<file path="config.mk">
export PLATFORM = sky130hd
export DESIGN_NAME = swchain_top
export DESIGN_NICKNAME = d
export VERILOG_FILES = /design/src/rtl/swchain_pkg.sv /design/src/rtl/swchain_pin_sync.sv /design/src/rtl/swchain_frame_track.sv /design/src/rtl/swchain_entry_detect.sv /design/src/rtl/swchain_chain_shift.sv /design/src/rtl/swchain_sdo_drive.sv /design/src/rtl/swchain_top.sv
export SDC_FILE = /design/constraint.sdc
export NUM_CORES = 1
export LEC_CHECK = 0
export ABC_AREA = 0
export BUFFER_PORTS_ARGS = -buffer_cell sky130_fd_sc_hd__buf_2
export CORE_ASPECT_RATIO = 1.25
export CORE_UTILIZATION = 35
export DETAILED_ROUTE_END_ITERATION = 6
export HOLD_SLACK_MARGIN = 0.08
export MAX_ROUTING_LAYER = met4
export SLEW_MARGIN = 30
export SYNTH_ARGS = -nofsm -noshare
export SYNTH_HDL_FRONTEND = slang
export SYNTH_HIERARCHICAL = 1
export SYNTH_SLANG_ARGS = --single-unit
</file>
<file path="constraint.sdc">
create_clock -name clk -period 1.6 [get_ports clk]
set_clock_uncertainty 0.2 [all_clocks]
set_input_delay 0 -clock clk [delete_from_list [all_inputs] [get_ports clk]]
set_output_delay 0 -clock clk [all_outputs]
set_load 0.01 [all_outputs]
</file>
<file path="src/rtl/swchain_pkg.sv">
package swchain_pkg;
  localparam int unsigned SW_W  = 8;
  localparam int unsigned CMD_W = 16;
  localparam logic [SW_W-1:0]  ALIGN_BYTE = 8'h25;
  localparam logic [CMD_W-1:0] ENTER_WORD = 16'h2500;

  typedef enum logic {
    LINK_ADDR  = 1'b0,
    LINK_CHAIN = 1'b1
  } link_mode_e;
endpackage

</file>
<file path="src/rtl/swchain_pin_sync.sv">
module swchain_pin_sync #(
  parameter int unsigned W      = 2,
  parameter int unsigned STAGES = 2,
  parameter logic [W-1:0] RST_VAL = '0
) (
  input  logic         clk,
  input  logic         rst_n,
  input  logic [W-1:0] pin_i,
  output logic [W-1:0] sync_o
);
  for (genvar b = 0; b < W; b++) begin : g_bit
    logic [STAGES-1:0] st_q;
    logic [STAGES-1:0] st_d;

    if (STAGES == 1) begin : g_one
      assign st_d = pin_i[b];
    end else begin : g_many
      assign st_d = {st_q[STAGES-2:0], pin_i[b]};
    end

    always_ff @(posedge clk or negedge rst_n) begin
      if (!rst_n) st_q <= {STAGES{RST_VAL[b]}};
      else        st_q <= st_d;
    end

    assign sync_o[b] = st_q[STAGES-1];
  end
endmodule

</file>
<file path="src/rtl/swchain_frame_track.sv">
module swchain_frame_track #(
  parameter int unsigned CNT_W = 6
) (
  input  logic             clk,
  input  logic             rst_n,
  input  logic             cs_n_s,
  input  logic             sclk_s,
  output logic             cs_fall,
  output logic             cs_rise,
  output logic             rise_evt,
  output logic             fall_evt,
  output logic [CNT_W-1:0] rcnt_nxt
);
  localparam logic [CNT_W-1:0] CNT_MAX = '1;

  logic             cs_n_d;
  logic             sclk_d;
  logic [CNT_W-1:0] rcnt_q;
  logic             in_frame;

  always_comb begin
    in_frame = ~cs_n_d;
    cs_fall  = cs_n_d & ~cs_n_s;
    cs_rise  = ~cs_n_d & cs_n_s;
    rise_evt = in_frame & sclk_s & ~sclk_d;
    fall_evt = in_frame & ~sclk_s & sclk_d & (rcnt_q != '0);
    rcnt_nxt = rcnt_q;
    if (cs_fall) begin
      rcnt_nxt = '0;
    end else if (rise_evt && (rcnt_q != CNT_MAX)) begin
      rcnt_nxt = rcnt_q + 1'b1;
    end
  end

  always_ff @(posedge clk or negedge rst_n) begin
    if (!rst_n) begin
      cs_n_d <= 1'b1;
      sclk_d <= 1'b0;
      rcnt_q <= '0;
    end else begin
      cs_n_d <= cs_n_s;
      sclk_d <= sclk_s;
      rcnt_q <= rcnt_nxt;
    end
  end


  edge_exclusive_chk: assert property (@(posedge clk) disable iff (!rst_n)
    rise_evt |=> !rise_evt);
endmodule

</file>
<file path="src/rtl/swchain_entry_detect.sv">
module swchain_entry_detect
  import swchain_pkg::*;
#(
  parameter int unsigned CNT_W = 6
) (
  input  logic             clk,
  input  logic             rst_n,
  input  logic             rise_evt,
  input  logic             cs_rise,
  input  logic             bit_in,
  input  logic [CNT_W-1:0] rcnt_nxt,
  output logic             chain_mode,
  output logic             enter
);
  localparam logic [CNT_W-1:0] FRAME_LEN = CNT_W'(CMD_W);

  link_mode_e       mode_q, mode_nxt;
  logic [CMD_W-1:0] rx_q, rx_nxt;

  always_comb begin
    rx_nxt = rx_q;
    if (rise_evt && (mode_q == LINK_ADDR)) begin
      rx_nxt = {rx_q[CMD_W-2:0], bit_in};
    end
    enter = cs_rise && (mode_q == LINK_ADDR) &&
            (rcnt_nxt == FRAME_LEN) && (rx_nxt == ENTER_WORD);
    mode_nxt = enter ? LINK_CHAIN : mode_q;
  end

  always_ff @(posedge clk or negedge rst_n) begin
    if (!rst_n) begin
      mode_q <= LINK_ADDR;
      rx_q   <= '0;
    end else begin
      mode_q <= mode_nxt;
      rx_q   <= rx_nxt;
    end
  end

  assign chain_mode = (mode_q == LINK_CHAIN);


  mode_sticky_chk: assert property (@(posedge clk) disable iff (!rst_n)
    chain_mode |=> chain_mode);


  entry_at_frame_end_chk: assert property (@(posedge clk) disable iff (!rst_n)
    $rose(chain_mode) |-> $past(cs_rise));
endmodule

</file>
<file path="src/rtl/swchain_chain_shift.sv">
module swchain_chain_shift
  import swchain_pkg::*;
(
  input  logic            clk,
  input  logic            rst_n,
  input  logic            rise_evt,
  input  logic            cs_rise,
  input  logic            bit_in,
  input  logic            chain_mode,
  input  logic            enter,
  output logic            chain_msb,
  output logic [SW_W-1:0] sw_o
);
  logic [SW_W-1:0] sh_q, sh_nxt;
  logic [SW_W-1:0] sw_q, sw_nxt;
  logic            sh_en, sw_en_ld;

  always_comb begin
    sh_en  = enter | (rise_evt & chain_mode);
    sh_nxt = sh_q;
    if (enter) begin
      sh_nxt = '0;
    end else if (rise_evt && chain_mode) begin
      sh_nxt = {sh_q[SW_W-2:0], bit_in};
    end
    sw_en_ld = cs_rise & chain_mode;
    sw_nxt   = sw_en_ld ? sh_nxt : sw_q;
  end

  always_ff @(posedge clk or negedge rst_n) begin
    if (!rst_n) begin
      sh_q <= '0;
      sw_q <= '0;
    end else begin
      if (sh_en)    sh_q <= sh_nxt;
      if (sw_en_ld) sw_q <= sw_nxt;
    end
  end

  assign chain_msb = sh_q[SW_W-1];
  assign sw_o      = sw_q;


  cleared_on_entry_chk: assert property (@(posedge clk) disable iff (!rst_n)
    $rose(chain_mode) |-> (sh_q == '0));


  switch_hold_chk: assert property (@(posedge clk) disable iff (!rst_n)
    !(cs_rise && chain_mode) |=> $stable(sw_q));


  shift_step_chk: assert property (@(posedge clk) disable iff (!rst_n)
    (rise_evt && chain_mode) |=> (sh_q[SW_W-1:1] == $past(sh_q[SW_W-2:0])));


  history_keep_chk: assert property (@(posedge clk) disable iff (!rst_n)
    (chain_mode && !rise_evt) |=> $stable(sh_q));
endmodule

</file>
<file path="src/rtl/swchain_sdo_drive.sv">
module swchain_sdo_drive
  import swchain_pkg::*;
#(
  parameter int unsigned CNT_W = 6
) (
  input  logic             clk,
  input  logic             rst_n,
  input  logic             cs_fall,
  input  logic             cs_rise,
  input  logic             fall_evt,
  input  logic             chain_mode,
  input  logic             chain_msb,
  input  logic [CNT_W-1:0] rcnt_nxt,
  output logic             sdo
);
  localparam int unsigned IDX_W = $clog2(SW_W);
  localparam logic [IDX_W-1:0] TOP_IDX = IDX_W'(SW_W - 1);

  logic             sdo_q, sdo_nxt;
  logic             upd;
  logic             align_bit;
  logic [IDX_W-1:0] idx;

  always_comb begin
    idx       = TOP_IDX - rcnt_nxt[IDX_W-1:0];
    align_bit = (rcnt_nxt < CNT_W'(SW_W)) ? ALIGN_BYTE[idx] : 1'b0;
    upd       = cs_rise | cs_fall | fall_evt;
    if (cs_rise)         sdo_nxt = 1'b1;
    else if (chain_mode) sdo_nxt = chain_msb;
    else                 sdo_nxt = align_bit;
  end

  always_ff @(posedge clk or negedge rst_n) begin
    if (!rst_n)   sdo_q <= 1'b1;
    else if (upd) sdo_q <= sdo_nxt;
  end

  assign sdo = sdo_q;


  sdo_release_chk: assert property (@(posedge clk) disable iff (!rst_n)
    cs_rise |=> sdo_q);


  sdo_only_on_edges_chk: assert property (@(posedge clk) disable iff (!rst_n)
    !(cs_rise || cs_fall || fall_evt) |=> $stable(sdo_q));
endmodule

</file>
<file path="src/rtl/swchain_top.sv">
module swchain_top
  import swchain_pkg::*;
#(
  parameter int unsigned SYNC_STAGES = 2,
  parameter int unsigned CNT_W       = $clog2(CMD_W + 2) + 1
) (
  input  logic            clk,
  input  logic            rst_n,
  input  logic            cs_n,
  input  logic            sclk,
  input  logic            sdi,
  output logic            sdo,
  output logic            chain_mode,
  output logic [SW_W-1:0] sw_en
);
  logic [1:0]       rst_q;
  logic             rst_i_n;
  logic [2:0]       pins_s;
  logic             cs_fall, cs_rise, rise_evt, fall_evt, enter, chain_msb;
  logic [CNT_W-1:0] rcnt_nxt;
  logic [SW_W-1:0]  sw_q;

  always_ff @(posedge clk or negedge rst_n) begin
    if (!rst_n) rst_q <= 2'b00;
    else        rst_q <= {rst_q[0], 1'b1};
  end
  assign rst_i_n = rst_q[1];

  swchain_pin_sync #(.W(3), .STAGES(SYNC_STAGES), .RST_VAL(3'b100)) u_sync (
    .clk(clk), .rst_n(rst_i_n), .pin_i({cs_n, sclk, sdi}), .sync_o(pins_s)
  );

  swchain_frame_track #(.CNT_W(CNT_W)) u_frame (
    .clk(clk), .rst_n(rst_i_n), .cs_n_s(pins_s[2]), .sclk_s(pins_s[1]),
    .cs_fall(cs_fall), .cs_rise(cs_rise), .rise_evt(rise_evt),
    .fall_evt(fall_evt), .rcnt_nxt(rcnt_nxt)
  );

  swchain_entry_detect #(.CNT_W(CNT_W)) u_entry (
    .clk(clk), .rst_n(rst_i_n), .rise_evt(rise_evt), .cs_rise(cs_rise),
    .bit_in(pins_s[0]), .rcnt_nxt(rcnt_nxt), .chain_mode(chain_mode),
    .enter(enter)
  );

  swchain_chain_shift u_shift (
    .clk(clk), .rst_n(rst_i_n), .rise_evt(rise_evt), .cs_rise(cs_rise),
    .bit_in(pins_s[0]), .chain_mode(chain_mode), .enter(enter),
    .chain_msb(chain_msb), .sw_o(sw_q)
  );

  swchain_sdo_drive #(.CNT_W(CNT_W)) u_sdo (
    .clk(clk), .rst_n(rst_i_n), .cs_fall(cs_fall), .cs_rise(cs_rise),
    .fall_evt(fall_evt), .chain_mode(chain_mode), .chain_msb(chain_msb),
    .rcnt_nxt(rcnt_nxt), .sdo(sdo)
  );

  // register bit i drives switch i+1
  for (genvar i = 0; i < SW_W; i++) begin : g_sw
    assign sw_en[i] = sw_q[i];
  end
endmodule

</file>
==> results of run 1 <==
==> cell usage after synthesis, drive strengths merged, types with 2 or more instances <==
| cell type | count | share of area |
|---|---|---|
| nor3b | 3 | 0.015 |
| nand3b | 3 | 0.015 |
| mux2 | 15 | 0.073 |
| a21oi | 12 | 0.026 |
| nor2b | 3 | 0.0081 |
| a21bo | 8 | 0.034 |
| o2bb2ai | 9 | 0.034 |
| o21ai | 5 | 0.012 |
| dfrtp | 46 | 0.49 |
| nor2 | 8 | 0.013 |
| ha | 2 | 0.011 |
| and4bb | 2 | 0.011 |
| mux2i | 10 | 0.043 |
| nor4 | 3 | 0.0081 |
| nand3 | 11 | 0.026 |
| inv | 2 | 0.0032 |
| nand4 | 2 | 0.0054 |
| buf | 11 | 0.041 |
| nand2b | 2 | 0.0086 |
| dfstp | 4 | 0.045 |
| nand2 | 8 | 0.014 |
| nor4b | 4 | 0.020 |
==> layer usage <==
metal  track usage  routed length [um]  part of all wire  up-vias
met3        0.0302                 110             0.025        8
met5             -                   0                 0        -
met2         0.239                2230              0.50       26
met4        0.0582                  98             0.022        0
li1              -                   -                 -      788
met1         0.190                2020              0.45      818
==> layout make-up <==
type,instances,area (um^2),share of cell area
clock inverters,3,21.3,0.00727
flip-flops and latches,50,1260,0.430
inverters,2,7.51,0.00257
clock buffers,5,68.8,0.0235
well taps,85,106,0.0364
multi-input cells,121,1000,0.343
repair buffers,62,460,0.157
==> report_power, final <==
group | switching (mW) | internal (mW) | total (mW) | leakage, nW
clock network | 0.434 | 0.308 | 0.742 | 0.0441
logic | 0.183 | 0.262 | 0.446 | 0.661
registers | 0.0810 | 1.39 | 1.47 | 0.653
total | 0.699 | 1.96 | 2.66 | 1.36
==> path summary, 6_finish.rpt <==
check,to,startpoint,depth (start not counted)
min,u_sync/g_bit[2].st_q[0]$_DFF_PN1_,cs_n,2
min reg2reg,rst_q[1]$_DFF_PN0_,rst_q[0]$_DFF_PN0_,0
min in group asynchronous,rst_q[0]$_DFF_PN0_,rst_n,3
max in group asynchronous,u_shift/sh_q[2]$_DFFE_PN0P_,rst_q[1]$_DFF_PN0_,1
max reg2reg,u_shift/sw_o[5]$_DFFE_PN0P_,u_frame/sclk_d$_DFF_PN0_,9
max,u_shift/sw_o[5]$_DFFE_PN0P_,u_frame/sclk_d$_DFF_PN0_,9
==> state kept, by name, summed over array words and instances, names as in the netlist <==
| name | count |
|---|---|
| u_frame/rcnt_q | 6 |
| u_entry/rx_q | 16 |
| u_sdo/sdo | 1 |
| u_sync/g_bit.st_q | 6 |
| u_shift/sw_o | 8 |
| u_entry/chain_mode | 1 |
| u_frame/cs_n_d | 1 |
| u_shift/sh_q | 8 |
| u_frame/sclk_d | 1 |
| rst_q | 2 |
==> logic make-up after synthesis <==
| logic type | Yosys count |
|---|---|
| DFF | 50 |
| other | 1 |
| and+or+nand+nor | 54 |
| buffers and inverters | 14 |
| muxes | 25 |
| adders and majority gates | 2 |
| AOI/OAI and AO/OA | 39 |
==> metrics by stage <==
| stage | cell area, um^2 | hold slack [ns] |
|---|---|---|
| 2_1_floorplan | 2340 | -0.496 |
| 3_3_place_gp | 2720 | -0.413 |
| 3_5_place_dp | 2720 | -0.413 |
| 4_1_cts | 2900 | 0.113 |
| 5_1_grt | 2920 | 0.138 |
| 6_report | 2920 | 0.132 |
==> what timing repair did <==
item / in CTS / in global routing
buffers inserted: 3 / 0
hold endpoints to repair: 16 / 0
setup endpoints to repair: 38 / 40
hold buffers: 7 / 0
resized for setup: 4 / 6
pin swaps: 6 / 5
==> impl_metrics.env, run 1 <==
export IMPL_clock_path_buffers=2
export IMPL_synth_flop_cell="dfrtp_1"
export IMPL_io_pins=15
export IMPL_via_count=1640
export IMPL_avgSynthCellArea_um2=12.6
export IMPL_dp_cells=312
export IMPL_power_mw=2.66
export IMPL_gp_congestion=0.849
export IMPL_grt_pass1_wl_mm=7.71
export IMPL_period_needed_ns=2.47
export IMPL_async_flop_share=1.00
export IMPL_synth_top_family_by_area="simple AND/OR/NAND/NOR gates"
export IMPL_syn_num_nets=192
export IMPL_slew_violations=0
export IMPL_rsz0062_at_grt="true"
export IMPL_syn_cell_area_mm2=0.00233
export IMPL_grtUsageTotal=0.152
export IMPL_drv_cap=0
export IMPL_fill_cells=599
export IMPL_cts_buffers=5
export IMPL_antenna_found_initial=0
export IMPL_tritoncts="done"
export IMPL_stdcell_count=328
export IMPL_power_leakage_nw=1.36
export IMPL_path_cells="nor3b_4 -> nand4_1 -> o21ai_2 -> o31ai_2 -> nor4b_1 -> nand3_1 -> a2111oi_4 -> nand3b_4 -> o2bb2ai_1"
export IMPL_finalHoldViolCount=0
export IMPL_dieArea_mm2=0.00698
export IMPL_antennaDiodeCount=0
export IMPL_seq_area_frac_synth=0.540
export IMPL_synth_simple_area_share=0.160
export IMPL_drc_errors=0
export IMPL_ant_nets=0
export IMPL_synthMuxAreaShare=0.116
export IMPL_finalSetupViolations=36
export IMPL_end_kind="flop"
export IMPL_max_stage_delay_ns=0.43
export IMPL_place_hpwl_mm=3.10
export IMPL_htreeDepth=2
export IMPL_final_common_cell="dfrtp_1"
export IMPL_holdCritPathClass="in -> reg"
export IMPL_core_area_mm2=0.00629
export IMPL_clock_root_buffer="clkbuf_8"
export IMPL_first_pass_iters=4
export IMPL_status="complete, but fails checks"
export IMPL_synth_cells=185
export IMPL_yosysWarningCount=6
export IMPL_clock_fmax_mhz=404
export IMPL_initial_core_util=0.370
export IMPL_wl_mm=4.45
export IMPL_crit_buf_inv=0
export IMPL_place_ws_ns=-1.03
export IMPL_yosys_area_share_xor_xnor=0
export IMPL_peakVddDrop_v=0.000434
export IMPL_gr_total_overflow=0
export IMPL_post_route_period_util=1.55
export IMPL_drive_gt1_frac=0.412
export IMPL_cts_sinks=50
export IMPL_cp_arrival_ns=2.48
export IMPL_synth_compound_gate_area_share=0.125
export IMPL_crit_fanout=8
export IMPL_die_h_um=93.1
export IMPL_ys_seq_elements=50
export IMPL_area_growth_pct=25.7
export IMPL_synth_edf_count=0
export IMPL_fin_util=0.465
export IMPL_synth_adder_area_share=0.0108
export IMPL_setup_tns_ns=-20.52
export IMPL_max_slew_margin=0.640
export IMPL_synth_cell_types=48
export IMPL_cpLargestDelayFamily="simple AND/OR/NAND/NOR gates"
export IMPL_grt_max_degree=38
export IMPL_crit_slowest_cell="dfrtp_1"
export IMPL_grt_pass1_vias=1656
export IMPL_p_per_area_mw_per_mm2=911
export IMPL_clk_pin_slew_ns=0.10
export IMPL_cp_required_ns=1.60
export IMPL_worstSetupPathType="reg -> reg"
export IMPL_placementRows=32
export IMPL_setup_ws_ns=-0.874
export IMPL_die_w_um=74.9
export IMPL_portBuffers=14
export IMPL_drt_iter0_drc=34
export IMPL_fin_nets=249
export IMPL_most_common_layout_cells="45 x dfrtp_1, 40 x buf_4, 14 x buf_2, 12 x a21oi_1"
export IMPL_violations="negative setup slack"
export IMPL_clock_latency_ns=0.31
export IMPL_wire_per_inst_um=13.6
export IMPL_viasPerCell=5.00
export IMPL_worstMarginPinSlew_ns=0.538
export IMPL_worst_r2r_setup_slack_ns=-0.87
export IMPL_setup_worst_path_start_class="flop"
Power figures use the tool's default switching activity.
==> run 2: changes to the inputs <==
--- a/config.mk
+++ b/config.mk
@@ -5,10 +5,11 @@
 export SDC_FILE = /design/constraint.sdc
 export NUM_CORES = 1
 export LEC_CHECK = 0
-export ABC_AREA = 0
+export ABC_AREA = 1
 export BUFFER_PORTS_ARGS = -buffer_cell sky130_fd_sc_hd__buf_2
 export CORE_ASPECT_RATIO = 1.25
 export CORE_UTILIZATION = 35
+export CTS_CLUSTER_SIZE = 16
 export DETAILED_ROUTE_END_ITERATION = 6
 export HOLD_SLACK_MARGIN = 0.08
 export MAX_ROUTING_LAYER = met4
==> impl_metrics.env, run 2 <==
export IMPL_grt_pass1_wl_mm=8.21
export IMPL_largest_reg_flops=16
export IMPL_violations="negative setup slack"
export IMPL_synth_area_top_cells="dfrtp_1 50%, nand2_1 16%, nand3_1 5.9%, inv_1 4.7%, dfstp_2 4.6%"
export IMPL_power_mw=2.74
export IMPL_finalSetupViolations=20
export IMPL_clockPowerShare=0.334
export IMPL_most_common_layout_cells="84 x nand2_1, 45 x dfrtp_1, 39 x buf_4, 24 x inv_1, 22 x nand3_1"
export IMPL_gr_total_overflow=0
export IMPL_swShare=0.244
export IMPL_drt_iter0_drc=137
export IMPL_place_ws_ns=-0.826
export IMPL_synth_flop_cell="dfrtp_1"
export IMPL_slew_violations=0
export IMPL_rsz0062_at_grt="true"
export IMPL_cp_arrival_ns=2.43
export IMPL_core_area_mm2=0.00625
export IMPL_ys_seq_elements=50
export IMPL_setup_worst_path_start_class="flop"
export IMPL_fin_area_mm2=0.00309
export IMPL_clock_latency_ns=0.30
export IMPL_async_flop_share=1.00
export IMPL_dieArea_mm2=0.00690
export IMPL_syn_cell_area_mm2=0.00230
export IMPL_worstSetupPathType="reg -> reg"
export IMPL_first_pass_iters=6
export IMPL_holdCritPathClass="reg -> async"
export IMPL_cp_required_ns=1.60
export IMPL_drc_errors=0
export IMPL_finalHoldViolCount=0
export IMPL_pwr_share_comb=0.146
export IMPL_clock_path_buffers=2
export IMPL_seq_area_frac_synth=0.546
export IMPL_io_pins=15
export IMPL_synth_cells=278
export IMPL_end_kind="flop"
export IMPL_gp_congestion=0.841
export IMPL_post_route_period_util=1.52
export IMPL_cts_buffers=5
export IMPL_syn_num_nets=285
export IMPL_area_growth_pct=34.5
export IMPL_grtUsageTotal=0.159
export IMPL_via_count=1926
export IMPL_viasPerCell=4.49
export IMPL_yosys_area_top_type="dfrtp_1"
export IMPL_avgSynthCellArea_um2=8.28
export IMPL_initial_core_util=0.368
export IMPL_setup_ws_ns=-0.838
export IMPL_largest_register="u_entry/rx_q"
export IMPL_placementRows=32
export IMPL_yosysWarningCount=6
export IMPL_p_per_area_mw_per_mm2=884
export IMPL_clock_root_buffer="clkbuf_8"
export IMPL_clk_pin_slew_ns=0.09
export IMPL_antennaDiodeCount=0
export IMPL_synth_edf_count=0
export IMPL_wl_mm=4.73
export IMPL_grt_use_met3=0.0272
export IMPL_place_hpwl_mm=3.34
export IMPL_stdcell_count=429
export IMPL_htreeDepth=2
export IMPL_tritoncts="done"
export IMPL_status="complete, but fails checks"
export IMPL_fin_nets=350
export IMPL_grt_max_degree=23
export IMPL_peakVddDrop_v=0.000620
export IMPL_drv_cap=0
export IMPL_use_met1=0.197
export IMPL_multi_input_area_um2=976
export IMPL_power_leakage_nw=1.68
export IMPL_yosys_top_cells_count="99 x nand2_1, 46 x dfrtp_1, 29 x inv_1"
export IMPL_clock_fmax_mhz=410
export IMPL_grt_most_used_layer="met2"
export IMPL_postPlaceCellArea_mm2=0.00280
export IMPL_seq_area_mm2=0.00126
export IMPL_grt_pass1_vias=1897
export IMPL_portBuffers=14
export IMPL_die_w_um=74.5
export IMPL_synth_top_area_frac=0.500
export IMPL_fill_cells=631
export IMPL_total_switching_power_mw=0.667
export IMPL_synth_cell_types=28
export IMPL_internal_power_mw=2.07
export IMPL_die_h_um=92.7
export IMPL_seqPwrFrac=0.520
export IMPL_use_met2=0.250
export IMPL_crit_fanout=9
export IMPL_wire_per_inst_um=11.0
export IMPL_synth_most_common_cell="nand2_1"
export IMPL_ant_nets=0
export IMPL_antenna_found_initial=0
export IMPL_period_needed_ns=2.44
export IMPL_cts_sinks=50
export IMPL_drive_gt1_frac=0.355
export IMPL_dp_cells=413
export IMPL_final_common_cell="nand2_1"
run 2: cell types whose count changed after synthesis, sizes merged, moves of 9 or more:
cell     before  now
nand2         8  107
inv           2   32
nor2          8   25
nand3        11   27
mux2         15    0
mux2i        10    0
o2bb2ai       9    0
run 2: final timing paths:
path / end / from / slack (ns) / cells past startpoint
max reg2reg: u_shift/sh_q[4]$_DFFE_PN0P_ / u_frame/rcnt_q[1]$_DFF_PN0_ / -0.84 / 17
max in group asynchronous: u_entry/rx_q[1]$_DFF_PN0_ / rst_q[1]$_DFF_PN0_ / 0.69 / 1
min in group clk: u_sync/g_bit[1].st_q[0]$_DFF_PN0_ / sclk / 0.13 / 2
min reg2reg: u_shift/sw_o[2]$_DFFE_PN0P_ / rst_q[1]$_DFF_PN0_ / 0.04 / 0
min: u_shift/sw_o[2]$_DFFE_PN0P_ / rst_q[1]$_DFF_PN0_ / 0.04 / 0
max: u_shift/sh_q[4]$_DFFE_PN0P_ / u_frame/rcnt_q[1]$_DFF_PN0_ / -0.84 / 17
run 2: through the flow:
step / TNS, ns / hold WS [ns] / util
after floorplan: -12.13 / -0.496 / -
after global placement: -13.22 / -0.413 / 0.449
after detailed placement: -13.86 / -0.413 / 0.449
after CTS: -14.26 / 0.0546 / 0.478
after global routing: -17.85 / 0.0849 / 0.495
final: -14.17 / 0.0355 / 0.495
run 2: cell families after synthesis:
kind of cell	Yosys count	synth area share
XOR/XNOR	1	0.00381
AND/OR/NAND/NOR	174	0.337
adder cells (fa/ha/maj)	2	0.0109
other	1	0.00163
AO/OA/AOI/OAI	10	0.0250
buffers and inverters	40	0.0761
flip-flops	50	0.546
run 2: area by class of cell:
type	instances	share of cell area
Sequential cell	50	0.406
Inverter	34	0.0441
Clock inverter	1	0.00970
Tap cell	85	0.0344
Timing Repair Buffer	64	0.162
Clock buffer	7	0.0279
Multi-Input combinational cell	188	0.315
run 2: routing by layer:
metal	vias up	wire length [um]	part of all wire
met5	-	0	0
met4	0	122	0.026
met3	11	148	0.031
met2	35	2380	0.50
met1	906	2070	0.44
li1	974	-	-
run 2: what timing repair did:
action	in CTS	in global routing
setup endpoints to repair	25	29
buffers inserted	1	4
gates resized for setup	5	28
hold buffers	5	0
hold endpoints to repair	20	0
pin swaps	2	8
run 2: critical path: stages, from the launching register on:
cell     delay, ns
dfrtp_1       0.39
ha_2          0.19
nand2_2       0.09
nor2_4        0.05
nand2_2       0.10
nand2_4       0.07
o21ai_2       0.14
nor2_1        0.07
or2_4         0.24
nor2_2        0.09
nand3_1       0.07
nor2_1        0.09
nand3_1       0.11
inv_2         0.10
inv_6         0.06
nand2_2       0.06
nand2_1       0.06
and2_1        0.15
run 2: power groups by stage:
| stage | registers [mW] | clock network, mW | logic, mW |
|---|---|---|---|
| 6_report | 1.42 | 0.915 | 0.399 |
| 2_1_floorplan | 1.44 | 0 | 0.190 |
| 4_1_cts | 1.42 | 0.944 | 0.372 |
| 3_5_place_dp | 1.44 | 0 | 0.359 |
| 3_3_place_gp | 1.44 | 0 | 0.355 |
| 5_1_grt | 1.44 | 0.992 | 0.448 |
